===== src/rtl/sdram_init_pkg.sv =====
package sdram_init_pkg;

    // Pin encoding {cs_n, ras_n, cas_n, we_n}
    typedef enum logic [3:0] {
        CMD_MRS = 4'b0000,
        CMD_REF = 4'b0001,
        CMD_PRE = 4'b0010,
        CMD_NOP = 4'b0111
    } sdram_cmd_e;

    typedef enum logic [2:0] {
        S_STABLE,
        S_PRE,
        S_GAP,
        S_REF,
        S_MRS,
        S_EMRS,
        S_FIN,
        S_DONE
    } seq_state_e;

    localparam int WORD_W = 12;

    typedef struct packed {
        sdram_cmd_e          cmd;
        logic [1:0]          ba;
        logic [WORD_W-1:0]   word;
    } cmd_req_t;

    localparam logic [1:0] BA_MODE = 2'b00;
    localparam logic [1:0] BA_EXT  = 2'b10;
    localparam logic [WORD_W-1:0] WORD_ALLBANK = 12'h400;

    function automatic logic [2:0] burst_code(input logic [2:0] sel);
        logic [2:0] c;
        case (sel)
            3'd0:    c = 3'b000;
            3'd1:    c = 3'b001;
            3'd2:    c = 3'b010;
            3'd3:    c = 3'b011;
            default: c = 3'b111;
        endcase
        return c;
    endfunction

    function automatic logic [2:0] latency_code(input logic [1:0] lat);
        return (lat == 2'd0) ? 3'd3 : {1'b0, lat};
    endfunction

    function automatic logic [WORD_W-1:0] mode_word(input logic [2:0] bl_sel,
                                                    input logic       ilv,
                                                    input logic [1:0] lat);
        return {5'b0, latency_code(lat), ilv, burst_code(bl_sel)};
    endfunction

    function automatic logic [WORD_W-1:0] ext_word(input logic [2:0] sel);
        logic [2:0] s;
        s = (sel <= 3'd2) ? sel : 3'd0;
        return {9'b0, s};
    endfunction

endpackage


===== src/rtl/sdram_init_timer.sv =====
module sdram_init_timer #(
    parameter int TW      = 16,
    parameter int RST_VAL = 0
) (
    input  logic          clk,
    input  logic          rst,
    input  logic          load,
    input  logic [TW-1:0] load_val,
    output logic          zero
);
    logic [TW-1:0] cnt;

    always_ff @(posedge clk) begin
        if (rst)
            cnt <= TW'(RST_VAL);
        else if (load)
            cnt <= load_val;
        else if (cnt != '0)
            cnt <= cnt - TW'(1);
    end

    assign zero = (cnt == '0);

endmodule


===== src/rtl/sdram_init_fsm.sv =====
module sdram_init_fsm
    import sdram_init_pkg::*;
#(
    parameter int TW     = 16,
    parameter int RCNT_W = 4,
    parameter int T_RP   = 3,
    parameter int T_RC   = 7,
    parameter int T_MRD  = 2
) (
    input  logic              clk,
    input  logic              rst,
    input  logic              tmr_zero,
    input  logic [2:0]        cfg_burst_len,
    input  logic              cfg_burst_ilv,
    input  logic [1:0]        cfg_cas_lat,
    input  logic              cfg_pasr_en,
    input  logic [2:0]        cfg_pasr_sel,
    input  logic [RCNT_W-1:0] cfg_refresh_cnt,
    output logic              tmr_load,
    output logic [TW-1:0]     tmr_val,
    output cmd_req_t          req,
    output logic              fin
);
    // A gap state lasting (load+1) cycles puts the next command T cycles later.
    localparam logic [TW-1:0] RP_LD  = TW'(T_RP  - 2);
    localparam logic [TW-1:0] RC_LD  = TW'(T_RC  - 2);
    localparam logic [TW-1:0] MRD_LD = TW'(T_MRD - 2);
    localparam logic [RCNT_W-1:0] MIN_REF = RCNT_W'(2);

    seq_state_e        state, state_d, nxt, nxt_d;
    logic [RCNT_W-1:0] left, left_d, eff_cnt;

    assign eff_cnt = (cfg_refresh_cnt < MIN_REF) ? MIN_REF : cfg_refresh_cnt;

    always_comb begin
        state_d  = state;
        nxt_d    = nxt;
        left_d   = left;
        tmr_load = 1'b0;
        tmr_val  = '0;
        fin      = 1'b0;
        req      = '{cmd: CMD_NOP, ba: 2'b00, word: '0};
        case (state)
            S_STABLE: if (tmr_zero) state_d = S_PRE;
            S_PRE: begin
                req      = '{cmd: CMD_PRE, ba: 2'b00, word: WORD_ALLBANK};
                tmr_load = 1'b1;
                tmr_val  = RP_LD;
                left_d   = eff_cnt;
                nxt_d    = S_REF;
                state_d  = S_GAP;
            end
            S_GAP: if (tmr_zero) state_d = nxt;
            S_REF: begin
                req      = '{cmd: CMD_REF, ba: 2'b00, word: '0};
                tmr_load = 1'b1;
                tmr_val  = RC_LD;
                left_d   = left - RCNT_W'(1);
                nxt_d    = (left == RCNT_W'(1)) ? S_MRS : S_REF;
                state_d  = S_GAP;
            end
            S_MRS: begin
                req      = '{cmd: CMD_MRS, ba: BA_MODE,
                             word: mode_word(cfg_burst_len, cfg_burst_ilv, cfg_cas_lat)};
                tmr_load = 1'b1;
                tmr_val  = MRD_LD;
                nxt_d    = cfg_pasr_en ? S_EMRS : S_FIN;
                state_d  = S_GAP;
            end
            S_EMRS: begin
                req      = '{cmd: CMD_MRS, ba: BA_EXT, word: ext_word(cfg_pasr_sel)};
                tmr_load = 1'b1;
                tmr_val  = MRD_LD;
                nxt_d    = S_FIN;
                state_d  = S_GAP;
            end
            S_FIN: begin
                fin     = 1'b1;
                state_d = S_DONE;
            end
            default: state_d = S_DONE;
        endcase
    end

    always_ff @(posedge clk) begin
        if (rst) begin
            state <= S_STABLE;
            nxt   <= S_PRE;
            left  <= '0;
        end else begin
            state <= state_d;
            nxt   <= nxt_d;
            left  <= left_d;
        end
    end

    AST_REF_EXHAUSTED: assert property (@(posedge clk) disable iff (rst)
        (state == S_MRS) |-> (left == '0));
    AST_FIN_ONCE: assert property (@(posedge clk) disable iff (rst)
        fin |=> !fin);

endmodule


===== src/rtl/sdram_init_pins.sv =====
module sdram_init_pins
    import sdram_init_pkg::*;
#(
    parameter int ADDR_W = 13
) (
    input  logic              clk,
    input  logic              rst,
    input  cmd_req_t          req,
    input  logic              fin,
    output logic              sd_cke,
    output logic              sd_cs_n,
    output logic              sd_ras_n,
    output logic              sd_cas_n,
    output logic              sd_we_n,
    output logic [1:0]        sd_ba,
    output logic [ADDR_W-1:0] sd_addr,
    output logic              init_ready,
    output logic              init_done
);
    logic [ADDR_W-1:0] addr_d;
    logic [3:0]        pin_cmd;

    generate
        if (ADDR_W > WORD_W) begin : g_pad
            assign addr_d = {{(ADDR_W-WORD_W){1'b0}}, req.word};
        end else if (ADDR_W == WORD_W) begin : g_same
            assign addr_d = req.word;
        end else begin : g_trim
            assign addr_d = req.word[ADDR_W-1:0];
        end
    endgenerate

    always_ff @(posedge clk) begin
        if (rst) begin
            sd_cke     <= 1'b1;
            {sd_cs_n, sd_ras_n, sd_cas_n, sd_we_n} <= CMD_NOP;
            sd_ba      <= 2'b00;
            sd_addr    <= '0;
            init_ready <= 1'b0;
            init_done  <= 1'b0;
        end else begin
            sd_cke     <= 1'b1;
            {sd_cs_n, sd_ras_n, sd_cas_n, sd_we_n} <= req.cmd;
            sd_ba      <= req.ba;
            sd_addr    <= addr_d;
            init_ready <= fin;
            if (fin) init_done <= 1'b1;
        end
    end

    assign pin_cmd = {sd_cs_n, sd_ras_n, sd_cas_n, sd_we_n};

    AST_PRE_ALLBANK: assert property (@(posedge clk) disable iff (rst)
        (pin_cmd == CMD_PRE) |-> sd_addr[10]);
    AST_MODE_BANK: assert property (@(posedge clk) disable iff (rst)
        (pin_cmd == CMD_MRS) |-> (sd_ba == BA_MODE || sd_ba == BA_EXT));
    AST_CMD_KNOWN: assert property (@(posedge clk) disable iff (rst)
        (pin_cmd == CMD_NOP || pin_cmd == CMD_PRE ||
         pin_cmd == CMD_REF || pin_cmd == CMD_MRS));
    AST_CMD_SPACED: assert property (@(posedge clk) disable iff (rst)
        (pin_cmd != CMD_NOP) |=> (pin_cmd == CMD_NOP));
    AST_DONE_IDLE: assert property (@(posedge clk) disable iff (rst)
        init_done |-> (pin_cmd == CMD_NOP));
    AST_READY_PULSE: assert property (@(posedge clk) disable iff (rst)
        init_ready |=> !init_ready);
    AST_DONE_HOLD: assert property (@(posedge clk) disable iff (rst)
        init_done |=> init_done);
    AST_READY_WITH_DONE: assert property (@(posedge clk) disable iff (rst)
        init_ready |-> init_done);

endmodule


===== src/rtl/sdram_pwrup_seq.sv =====
module sdram_pwrup_seq
    import sdram_init_pkg::*;
#(
    parameter int CLK_MHZ   = 100,
    parameter int STABLE_US = 200,
    parameter int T_RP      = 3,
    parameter int T_RC      = 7,
    parameter int T_MRD     = 2,
    parameter int RCNT_W    = 4,
    parameter int ADDR_W    = 13
) (
    input  logic              clk,
    input  logic              rst,
    input  logic [2:0]        cfg_burst_len,
    input  logic              cfg_burst_ilv,
    input  logic [1:0]        cfg_cas_lat,
    input  logic              cfg_pasr_en,
    input  logic [2:0]        cfg_pasr_sel,
    input  logic [RCNT_W-1:0] cfg_refresh_cnt,
    output logic              sd_cke,
    output logic              sd_cs_n,
    output logic              sd_ras_n,
    output logic              sd_cas_n,
    output logic              sd_we_n,
    output logic [1:0]        sd_ba,
    output logic [ADDR_W-1:0] sd_addr,
    output logic              init_ready,
    output logic              init_done
);
    localparam int WAIT_CYC = CLK_MHZ * STABLE_US;
    localparam int TW       = $clog2(WAIT_CYC + T_RP + T_RC + T_MRD) + 1;

    logic          tmr_load, tmr_zero, fin;
    logic [TW-1:0] tmr_val;
    cmd_req_t      req;

    sdram_init_timer #(.TW(TW), .RST_VAL(WAIT_CYC - 1)) u_timer (
        .clk      (clk),
        .rst      (rst),
        .load     (tmr_load),
        .load_val (tmr_val),
        .zero     (tmr_zero)
    );

    sdram_init_fsm #(
        .TW(TW), .RCNT_W(RCNT_W), .T_RP(T_RP), .T_RC(T_RC), .T_MRD(T_MRD)
    ) u_fsm (
        .clk             (clk),
        .rst             (rst),
        .tmr_zero        (tmr_zero),
        .cfg_burst_len   (cfg_burst_len),
        .cfg_burst_ilv   (cfg_burst_ilv),
        .cfg_cas_lat     (cfg_cas_lat),
        .cfg_pasr_en     (cfg_pasr_en),
        .cfg_pasr_sel    (cfg_pasr_sel),
        .cfg_refresh_cnt (cfg_refresh_cnt),
        .tmr_load        (tmr_load),
        .tmr_val         (tmr_val),
        .req             (req),
        .fin             (fin)
    );

    sdram_init_pins #(.ADDR_W(ADDR_W)) u_pins (
        .clk        (clk),
        .rst        (rst),
        .req        (req),
        .fin        (fin),
        .sd_cke     (sd_cke),
        .sd_cs_n    (sd_cs_n),
        .sd_ras_n   (sd_ras_n),
        .sd_cas_n   (sd_cas_n),
        .sd_we_n    (sd_we_n),
        .sd_ba      (sd_ba),
        .sd_addr    (sd_addr),
        .init_ready (init_ready),
        .init_done  (init_done)
    );

endmodule


===== config.mk =====
export PLATFORM = sky130hd
export DESIGN_NAME = sdram_pwrup_seq
export DESIGN_NICKNAME = d
export VERILOG_FILES = /design/src/rtl/sdram_init_pkg.sv /design/src/rtl/sdram_init_timer.sv /design/src/rtl/sdram_init_fsm.sv /design/src/rtl/sdram_init_pins.sv /design/src/rtl/sdram_pwrup_seq.sv
export SDC_FILE = /design/constraint.sdc
export NUM_CORES = 1
export LEC_CHECK = 0
export ABC_AREA = 1
export CAP_MARGIN = 15
export CORE_ASPECT_RATIO = 1.4
export CORE_MARGIN = 2
export CORE_UTILIZATION = 50
export CTS_CLUSTER_DIAMETER = 200
export DETAILED_ROUTE_END_ITERATION = 8
export GPL_ROUTABILITY_DRIVEN = 0
export PLACE_DENSITY = 0.82
export SLEW_MARGIN = 20
export SYNTH_ARGS = -nofsm -noshare
export SYNTH_HDL_FRONTEND = slang
export SYNTH_SLANG_ARGS = --single-unit

===== constraint.sdc =====
create_clock -name clk -period 3.75 [get_ports clk]
set_input_delay 1.125 -clock clk [delete_from_list [all_inputs] [get_ports clk]]
set_output_delay 1.125 -clock clk [all_outputs]
set_load 0.05 [all_outputs]

Yosys cells after proc, flatten, opt, wreduce, memory -nomap -nowiden
Index checks and enable logic that the tools add are counted.
Widths: inputs -> output; s select.
{"block": "word_totals", "in_bits": 16, "ff_bits": 47, "word_cells": 56}
{"block": "op_classes", "addsub": 2, "n_mux": 17, "n_reduce_logical": 10, "magnitude_cmp": 2, "n_eq_ne": 12}
{"op": "$pmux 17 s4", "n": 1}
{"op": "$mux 16", "n": 2}
{"op": "$pmux 3 s4", "n": 2}
{"op": "$logic_not 16->1", "n": 1}
{"op": "$reduce_bool 16->1", "n": 1}
{"op": "$sub 16x1->16 const B", "n": 1}
{"op": "$eq 3x2->1 const B", "n": 4}
{"op": "$mux 3", "n": 4}
{"op": "$eq 3x3->1 const B", "n": 3}
{"op": "$pmux 3 s3", "n": 1}
{"op": "$pmux 4 s2", "n": 1}
{"op": "$eq 3x1->1 const B", "n": 2}
{"op": "$logic_not 3->1", "n": 2}
{"op": "$pmux 3 s2", "n": 1}
{"op": "$eq 4x1->1 const B", "n": 1}
{"op": "$lt 4x2->1 const B", "n": 1}
{"op": "$mux 2", "n": 2}
{"op": "$mux 4", "n": 1}
{"op": "$ne 2x2->1 const B", "n": 2}
{"op": "$reduce_bool 2->1", "n": 2}
{"op": "$reduce_bool 4->1", "n": 1}
{"op": "$reduce_or 4->1", "n": 1}
{"op": "$sub 4x1->4 const B", "n": 1}
{"op": "$le 3x2->1 const B", "n": 1}
{"op": "3 further kinds", "n": 4}

Depth between registers and ports, before layout
Gate-level depths: netlist of run 1.
{"block": "depth", "depth_word": 4, "ltp_mapped": 9, "ltp_nobuf": 8}

Hierarchy
A second synthesis of run 1 with hierarchy kept.
{"block": "hier_totals", "cells_unflattened": 351, "area_unflattened_um2": 2454.9}
{"module": "sdram_init_timer", "cells_each": 149, "instances": 1, "seq_area_each_um2": 320.3, "area_per_inst_um2": 1001.0}
{"module": "sdram_init_fsm", "cells_each": 138, "instances": 1, "seq_area_each_um2": 200.2, "area_per_inst_um2": 854.6}
{"module": "sdram_init_pins", "cells_each": 64, "instances": 1, "seq_area_each_um2": 400.4, "area_per_inst_um2": 599.3}

Least setup slack after synthesis of run 1
No wires, ideal clock.
{"block": "synth_path", "path_kind": "input to register", "startpoint": "input rst", "endpoint": "register u_timer.cnt[1]", "t_required_ps": 3612, "setup_slack_ps": 1804, "stages": 4, "arrival_ps": 1808, "path_cell_list": "buf_2 -> inv_1 -> clkbuf_1 -> o211ai_1"}
{"item": "start, declared", "line": "sdram_pwrup_seq.sv:13", "rtl": "input logic rst,"}
{"item": "end signal, assigned", "line": "sdram_init_timer.sv:15", "rtl": "cnt <= TW'(RST_VAL);"}
{"item": "end signal, assigned", "line": "sdram_init_timer.sv:17", "rtl": "cnt <= load_val;"}
{"item": "end signal, assigned", "line": "sdram_init_timer.sv:19", "rtl": "cnt <= cnt - TW'(1);"}
{"item": "end, declared", "line": "sdram_init_timer.sv:11", "rtl": "logic [TW-1:0] cnt;"}
No word-level cell between the ends.

Final worst setup path of run 1
{"block": "layout_path", "startpoint": "register u_pins.init_done", "endpoint": "output init_done"}
{"item": "start, declared", "line": "sdram_init_pins.sv:18", "rtl": "output logic init_done"}
{"item": "start signal, assigned", "line": "sdram_init_pins.sv:40", "rtl": "init_done <= 1'b0;"}
{"item": "start signal, assigned", "line": "sdram_init_pins.sv:47", "rtl": "if (fin) init_done <= 1'b1;"}
{"item": "end, declared", "line": "sdram_pwrup_seq.sv:28", "rtl": "output logic init_done"}
No word-level cell between the ends.

==> results of run 1 <==
-- per-stage QoR --
stage	hold WS [ns]	area (um2)	util (%)	setup slack, ns
floorplan	0.436	1950	-	1.80
global placement	0.449	2190	59.6	1.06
detailed placement	0.464	2190	59.6	1.03
CTS	0.480	2270	61.8	1.18
global route	0.513	2270	61.8	1.14
finish	0.472	2270	61.8	1.20
-- per-layer routing --
metal / vias up / routed length [um]
li1: 930 / -
met1: 835 / 1700
met5: - / 0
met3: 7 / 178
met2: 63 / 2420
met4: 0 / 68
-- tightest hold or removal path: cells and delay by family (launching register included) --
family,cells,cell delay [ns]
and+or+nand+nor,1,0.05
DFF,1,0.33
AOI/OAI and AO/OA,1,0.06
-- final timing paths --
path / from / endpoint / slack, ns / cells past startpoint
setup / recovery: u_pins.init_done / init_done / 1.20 / 1
hold / removal: u_pins.init_done / u_pins.init_done / 0.47 / 2
hold reg to reg: u_pins.init_done / u_pins.init_done / 0.47 / 2
setup reg to reg: u_timer.cnt[0] / u_fsm.state[0] / 2.13 / 8
-- kinds of logic (layout without fill, tap and decap cells) --
kind of cell | count (synthesis) | after routing | share of synthesized area, %
buffers and inverters | 44 | 67 | 10.9
XOR/XNOR | 2 | 2 | 0.912
AND/OR/NAND/NOR | 159 | 159 | 37.2
other | 2 | 9 | 0.391
adder cells (fa/ha/maj) | 3 | 3 | 1.95
flip-flops | 39 | 39 | 40.7
AO/OA/AOI/OAI | 27 | 27 | 7.95
-- registers in the layout, indices dropped and copies added (netlist names) --
signal	cells
u_pins.sd_we_n	1
u_pins.init_ready	1
u_timer.cnt	16
u_pins.sd_addr	7
u_fsm.nxt	3
u_pins.init_done	1
u_pins.sd_ba	1
u_pins.sd_ras_n	1
u_fsm.left	4
u_fsm.state	3
u_pins.sd_cas_n	1
-- synth_stat cells (2+ instances only) --
library cell,n
conb_1,2
nor2_2,3
a21oi_1,12
buf_2,2
nor3_1,5
nor3_2,2
nor2_1,42
o21ai_0,6
nand4_1,12
dfxtp_1,39
nand2_1,64
inv_2,4
o21ai_1,2
buf_4,9
nand3_1,21
nand2_4,2
nand2_2,4
or2_2,3
inv_1,25
ha_1,3
-- cell type report --
cell class | count | area [um2]
clock buffer | 7 | 76.3
clock inverter | 1 | 5.00
fill | 347 | 1400
inverter | 30 | 114
multi-input combinational | 200 | 956
sequential | 39 | 781
tap | 42 | 52.6
timing repair buffer | 29 | 288
-- power groups by stage --
stage | clock network, W | logic (W) | registers (W)
after floorplan | 0 | 0.0000436 | 0.000430
after global placement | 0 | 0.0000558 | 0.000430
after detailed placement | 0 | 0.0000569 | 0.000430
after CTS | 0.000278 | 0.0000569 | 0.000421
after global routing | 0.000290 | 0.0000616 | 0.000421
final | 0.000270 | 0.0000571 | 0.000421
==> metrics, run 1 <==
outcome complete, no violations; Post-synth EDFFs 0; Ant. Diodes 0; Setup crit start kind flop; Hold Crit Class reg2reg; maximum fanout along the worst path 2; Setup TNS 0 ns; Final Cycle Share a little under 70%; Cell Int Power 0.000568 W; Clk Latency, worst-skew pair ~0.29 ns; Die Width ~56 um; initial antenna violation count 0; first-pass GRT wire length between 7 and 8 mm; Net Sw Frac 24.0%; GRT Resource Usage Total 20.9%; clock share of power between 30% and 40%; Die Y between 70 and 80 um; gr busiest metal met2; Power Dens Cells about 330 mW/mm2; setup violators final 0; Clock Pin Slew Worst Setup and Hold Paths approximately 0.07 ns; cell taking the most area after synthesis dfxtp_1; post-DR vias/cell 5.27; fin cells around 350; Rows 26; min Tclk post-route 2.55 ns; CTS HTree Levels 2; clk sinks 39; maximum clock rate between 0.3 and 0.4 GHz; syn_area_per_cell ~7 um2; met1 global-route usage about a fifth; Synth Register Bits 39; RSZ-0062 raised after global routing false; Critical Path RT between 2 and 3 ns; vias in the first global route roughly 1,800; DR vias 1,835; largest net degree at the start of global routing 19; CTS Buffer Depth 2; drt wl/cell around 13 um; Slew Limit Fails 0; switching power around 0.00018 W; CTS tree built; Setup CP Type reg2out; post-CTS setup repair buffer count 0; crit-path max cell delay around 0.8 ns; P_leak about 0.95 nW; GR Overflow Total 0; Most used DFF post-synth dfxtp_1; Area Growth Syn to Fin 18.3%; cts hold-fix bufs 0; Slew Limit Headroom between 60 and 70%; Root Buffer clkbuf_8; Antenna Nets Post-Route 0; layout cell share with drive strength beyond 1 8.50%; share of the synthesized area in the top cell type between 40% and 50%; combinational power share under 10%; M2 GR Usage around 41%; worst path arrival time approximately 1.4 ns; commonest non-fill, non-tap cells in the layout nand2_1, nor2_1, dfxtp_1; CP endpoint kind output port; count of input and output buffers 28; final hold violation count 0; Yosys cell types 34; nets@finish roughly 320; mapped cell area 0.00192 mm2; Async S/R FF share, synth 0%; Clock Skew approximately 0.0043 ns; met3 Resource Use GR 4.50%; post-CTS sizing 0; worst-margin pin slew about 0.55 ns; Starting DRT DRC Count 76; Max Cap Viol 0; Yosys warning total 0; Initial Utilization 52.2%; final wirelength ~4.4 mm; DR pass1 iterations 4; top cells by area, synth dfxtp_1, nand2_1, nor2_1, nand3_1, inv_1; IO Pins 38; power share of the sequential group 56.2%; DP Cell Count between 300 and 400; crit-path cells clkdlybuf4s50_1; Overall Power between 0.0007 and 0.0008 W; die area between 0.004 and 0.005 mm2; post-DP HPWL around 3.2 mm; TritonCTS Buffers 5; top cell family by delay on the critical path buffers and inverters; sequential share of the synthesized area around 41%; Core ar. around 0.0037 mm2; Slowest cell on crit path clkdlybuf4s50_1; Residual DRC 0; Mapped Cells ~280; crit path buf inv count 1; most common cell after layout, fill and taps aside nand2_1; worst vdd rail ir drop 0.335 mV
No activity file was read; power rests on OpenSTA's default activity.
==> run 2: changes to the inputs <==
==> constraint.sdc (replaced) <==
create_clock -name clk -period 2.4 [get_ports clk]
set_input_delay 0.72 -clock clk [delete_from_list [all_inputs] [get_ports clk]]
set_output_delay 0.72 -clock clk [all_outputs]
set_load 0.05 [all_outputs]
==> run 2 against run 1 <==
Sequential share of layout area is 0.23 points lower. Worst hold slack improved by 0.0057 ns. Utilization up 0.41 points. Sequential power increased by 56%. Die area is the same. Via count fell by 2.9%. Clock power increased by 61%. Register-to-register slack worse by 1.3 ns. Power is 58% higher. Critical endpoint unchanged.
==> metrics, run 2 (same netlist as run 1, synthesis figures left out) <==
min Tclk post-route 2.15 ns; Starting DRT DRC Count 88 (was 76); worst vdd rail ir drop 0.397 mV (was 0.335 mV); crit-path cells clkdlybuf4s50_1 (unchanged); Clock Skew 0.00548 ns (was 0.00433 ns); Clock Pin Slew Worst Setup and Hold Paths 0.08 ns (was 0.07 ns); Slew Limit Fails 0 (unchanged); Setup crit start kind flop (unchanged); final wirelength 3.94 mm (was 4.36 mm); vias in the first global route 1,721 (was 1,770); final hold violation count 0 (unchanged); crit path buf inv count 1 (unchanged); Core ar. 0.00368 mm2 (unchanged); Die Width 56.4 um (unchanged); Die Y 77.3 um (unchanged); CTS HTree Levels 2 (unchanged); Slowest cell on crit path clkdlybuf4s50_1 (unchanged); post-CTS sizing 0 (unchanged); largest net degree at the start of global routing 18 (was 19); Root Buffer clkbuf_8 (unchanged); setup violators final 0 (unchanged); most common cell after layout, fill and taps aside nand2_1 (unchanged); crit-path max cell delay 0.80 ns (about the same); clk sinks 39 (unchanged); Final Cycle Share 89.6%; largest reg by FF count u_timer.cnt (unchanged); Max Cap Viol 0 (unchanged); Setup TNS 0 ns (unchanged); layout cell share with drive strength beyond 1 9.45% (was 8.50%); first-pass GRT wire length 7.02 mm (was 7.28 mm); CTS tree built (unchanged); cts hold-fix bufs 0 (unchanged); post-CTS setup repair buffer count 0 (unchanged); DR pass1 iterations 4 (unchanged); post-DP HPWL 3.02 mm (was 3.24 mm); drt wl/cell 11.3 um (was 12.5 um); P_leak 0.951 nW (was 0.948 nW); worst path arrival time 1.43 ns (was 1.42 ns); Residual DRC 0 (unchanged); IO Pins 38 (unchanged); outcome complete, no violations (unchanged); die area 0.00436 mm2 (unchanged); Overall Power 0.00118 W (was 0.000748 W); fin cells 349 (was 348); GR Overflow Total 0 (unchanged); top cell family by delay on the critical path buffers and inverters (unchanged); maximum fanout along the worst path 2 (unchanged); Antenna Nets Post-Route 0 (unchanged); fillers 323 (was 347); DR vias 1,781 (was 1,835); GRT Resource Usage Total 19.9% (was 20.9%); Power Dens Cells 516 mW/mm2 (was 329 mW/mm2); CTS Buffer Depth 2 (unchanged); Hold Crit Class reg2reg (unchanged); Largest regs u_timer.cnt (16), u_pins.sd_addr (7), u_fsm.left (4) (unchanged); max reg flops 16 (unchanged); CP endpoint kind output port (unchanged); count of input and output buffers 28 (unchanged); multi-input logic area 956 um2 (unchanged); flop-to-flop setup slack 0.87 ns (was 2.13 ns); Slew Limit Headroom 65.1% (was 63.1%); maximum clock rate about 0.46 GHz; TritonCTS Buffers 5 (unchanged); nets@finish 325 (was 324); commonest non-fill, non-tap cells in the layout nand2_1, nor2_1, dfxtp_1 (unchanged); Rows 26 (unchanged); Critical Path RT 1.68 ns (was 2.62 ns); Clk Latency, worst-skew pair 0.29 ns (about the same); Initial Utilization 52.2% (unchanged); DP Cell Count 341 (was 340); RSZ-0062 raised after global routing false (unchanged); Area Growth Syn to Fin 19.1% (was 18.3%); Setup CP Type reg2out (unchanged); worst-margin pin slew 0.521 ns (was 0.554 ns); Ant. Diodes 0 (unchanged); initial antenna violation count 0 (unchanged); post-DR vias/cell 5.10 (was 5.27); register area 781 um2 (unchanged)
[run 2: cell types whose count changed in the layout (fill, tap and decap cells not counted), sizes merged]
cell and delta:
buf +1, clkbuf -2, clkinvlp +2
[run 2: per-layer routing]
layer | GRT usage [%] | vias up | routed length (um)
li1 | - | 932 | -
met1 | 21.7 | 793 | 1590
met2 | 36.0 | 47 | 2100
met3 | 4.50 | 9 | 157
met4 | 8.81 | 0 | 93
met5 | 0 | - | 0
[run 2: power by group]
part           internal, W  switching, W   total, W
Combinational    0.0000330     0.0000571  0.0000901
Clock             0.000202      0.000232   0.000434
Sequential        0.000652    0.00000517   0.000657
[run 2: worst paths after layout]
check,start,to,cells after the start
worst min register to register,u_fsm.nxt[2],u_fsm.state[2],2
worst min-delay path,u_fsm.nxt[2],u_fsm.state[2],2
worst max-delay path,u_pins.init_done,init_done,1
worst max register to register,u_timer.cnt[0],u_timer.cnt[15],7
[run 2: cell type report]
| cell class | instances | share of cell area (%) |
|---|---|---|
| clock buffers | 5 | 3.01 |
| inverters | 30 | 4.98 |
| flip-flops and latches | 39 | 34.1 |
| multi-input cells | 200 | 41.8 |
| well taps | 42 | 2.30 |
| repair buffers | 30 | 12.9 |
| clock inverters | 3 | 0.875 |
[run 2: worst register-to-register path, delay by kind of cell (launching register included)]
family,cells,cell delay [ns]
flip-flops,1,0.33
adder cells (fa/ha/maj),1,0.25
AND/OR/NAND/NOR,5,0.73
buffers and inverters,1,0.09
[run 2: per-stage QoR]
step	util, %	area (um2)	hold slack [ns]	worst slack, ns
after floorplan	-	1950	0.436	0.859
after global placement	59.8	2200	0.462	0.536
after detailed placement	59.8	2200	0.466	0.501
after CTS	62.2	2290	0.478	0.231
after global routing	62.2	2290	0.503	0.184
final	62.2	2290	0.477	0.249
==> run 3: changes to the inputs <==
--- a/config.mk
+++ b/config.mk
@@ -14,6 +14,7 @@
 export DETAILED_ROUTE_END_ITERATION = 8
 export GPL_ROUTABILITY_DRIVEN = 0
 export PLACE_DENSITY = 0.82
+export SETUP_SLACK_MARGIN = 0.1
 export SLEW_MARGIN = 20
 export SYNTH_ARGS = -nofsm -noshare
 export SYNTH_HDL_FRONTEND = slang
==> constraint.sdc (replaced) <==
create_clock -name clk -period 2.1 [get_ports clk]
set_input_delay 0.63 -clock clk [delete_from_list [all_inputs] [get_ports clk]]
set_output_delay 0.63 -clock clk [all_outputs]
set_load 0.05 [all_outputs]
==> run 3 against run 2 <==
Via count increased by 2.5%. Setup slack improved by 0.085 ns. Clock power increased by 26%. Global-route usage increased by 0.52 points. Final cell count increased by 0.29%. Combinational power increased by 17%. Count of clock-buffer cells in the layout increased by 3. Flip-flop and latch count unchanged. Utilization about the same. Worst hold slack got worse by 0.011 ns. Die area unchanged.
==> metrics, run 3 (same netlist as run 1, synthesis figures left out) <==
GRT Resource Usage Total 20.4% (was 19.9%); Critical Path RT 1.47 ns (was 1.68 ns); vias in the first global route 1,688 (was 1,721); layout cell share with drive strength beyond 1 9.74% (was 9.45%); Setup TNS 0 ns (unchanged); largest net degree at the start of global routing 16 (was 18); Largest regs u_timer.cnt (16), u_pins.sd_addr (7), u_fsm.left (4) (unchanged); most common cell after layout, fill and taps aside nand2_1 (unchanged); Slowest cell on crit path dlygate4sd2_1 (was clkdlybuf4s50_1); maximum fanout along the worst path 1 (was 2); post-DP HPWL 3.21 mm (was 3.02 mm); nets@finish 326 (was 325); crit-path max cell delay 0.53 ns (was 0.80 ns); Hold Crit Class reg2reg (unchanged); Starting DRT DRC Count 64 (was 88); Power Dens Cells 613 mW/mm2 (was 516 mW/mm2); CTS Buffer Depth 2 (unchanged); Die Y 77.3 um (unchanged); Slew Limit Headroom 65.4% (was 65.1%); worst path arrival time 1.14 ns (was 1.43 ns); cts hold-fix bufs 0 (unchanged); Slew Limit Fails 0 (unchanged); Area Growth Syn to Fin 19.2% (was 19.1%); post-CTS sizing 12 (was 0); GR Overflow Total 0 (unchanged); Rows 26 (unchanged); Initial Utilization 52.2% (unchanged); flop-to-flop setup slack 0.55 ns (was 0.87 ns); clk sinks 39 (unchanged); Ant. Diodes 0 (unchanged); register area 781 um2 (unchanged); largest reg by FF count u_timer.cnt (unchanged); post-DR vias/cell 5.22 (was 5.10); commonest non-fill, non-tap cells in the layout nand2_1, nor2_1, dfxtp_1 (unchanged); final hold violation count 0 (unchanged); Overall Power 0.00140 W (was 0.00118 W); Hold Slack 0.466 ns (was 0.477 ns); fin cells 350 (was 349); count of input and output buffers 28 (unchanged); worst vdd rail ir drop 0.640 mV (was 0.397 mV); crit-path cells dlygate4sd2_1 (was clkdlybuf4s50_1); post-CTS setup repair buffer count 0 (unchanged); Die Width 56.4 um (unchanged); CTS HTree Levels 2 (unchanged); Final Cycle Share 84.1%; CP endpoint kind output port (unchanged); Max Cap Viol 0 (unchanged); crit path buf inv count 1 (unchanged); worst-margin pin slew 0.517 ns (was 0.521 ns); RSZ-0062 raised after global routing false (unchanged); drt wl/cell 12.0 um (was 11.3 um); DR pass1 iterations 4 (unchanged); Setup crit start kind flop (unchanged); setup violators final 0 (unchanged); min Tclk post-route about 1.8 ns; P_leak 1.01 nW (was 0.951 nW); die area 0.00436 mm2 (unchanged); IO Pins 38 (unchanged); TritonCTS Buffers 5 (unchanged); maximum clock rate approximately 0.57 GHz; Setup CP Type reg2out (unchanged); outcome complete, no violations (unchanged); Clock Pin Slew Worst Setup and Hold Paths 0.07 ns (was 0.08 ns); final wirelength 4.20 mm (was 3.94 mm); CTS tree built (unchanged); max reg flops 16 (unchanged); DR vias 1,826 (was 1,781); initial antenna violation count 0 (unchanged); fillers 340 (was 323); top cell family by delay on the critical path buffers and inverters (unchanged); first-pass GRT wire length 7.05 mm (was 7.02 mm); Place WS 0.342 ns (was 0.501 ns); Core ar. 0.00368 mm2 (unchanged); Clk Latency, worst-skew pair 0.29 ns (about the same); multi-input logic area 956 um2 (unchanged); Residual DRC 0 (unchanged); DP Cell Count 342 (was 341); final setup margin 0.335 ns (was 0.249 ns); Clock Skew 0.00426 ns (was 0.00548 ns); Antenna Nets Post-Route 0 (unchanged); Root Buffer clkbuf_8 (unchanged)
==> run 3: per-layer routing <==
layer / up-vias / global-route usage [%] / share of wire [%]
met2: 46 / 38.0 / 55
met1: 839 / 21.0 / 40
met5: - / 0 / 0
met4: 0 / 10.2 / 1.5
met3: 7 / 4.33 / 4.3
li1: 934 / - / -
==> run 3: final cells by class <==
type | count | share of cell area (%)
multi-input cells | 200 | 41.8
flip-flops and latches | 39 | 34.1
repair buffers | 31 | 12.5
inverters | 30 | 4.98
clock buffers | 8 | 4.37
well taps | 42 | 2.30
==> run 3: worst paths after layout <==
check | from | endpoint | cells past startpoint
min | u_pins.init_done | u_pins.init_done | 2
max | u_pins.sd_addr[1] | sd_addr[1] | 1
max reg2reg | u_timer.cnt[0] | u_timer.cnt[14] | 7
min reg2reg | u_pins.init_done | u_pins.init_done | 2
==> run 3: per-stage QoR <==
stage / instance area (um2) / utilization (%)
after global routing: 2290 / 62.3
after floorplan: 1950 / -
after detailed placement: 2200 / 59.9
after global placement: 2200 / 59.9
after CTS: 2290 / 62.3
final: 2290 / 62.3
==> run 3: where the power goes <==
group | switching (W) | internal, W
Clock | 0.000246 | 0.000300
Combinational | 0.0000664 | 0.0000391
Sequential | 0.00000576 | 0.000745
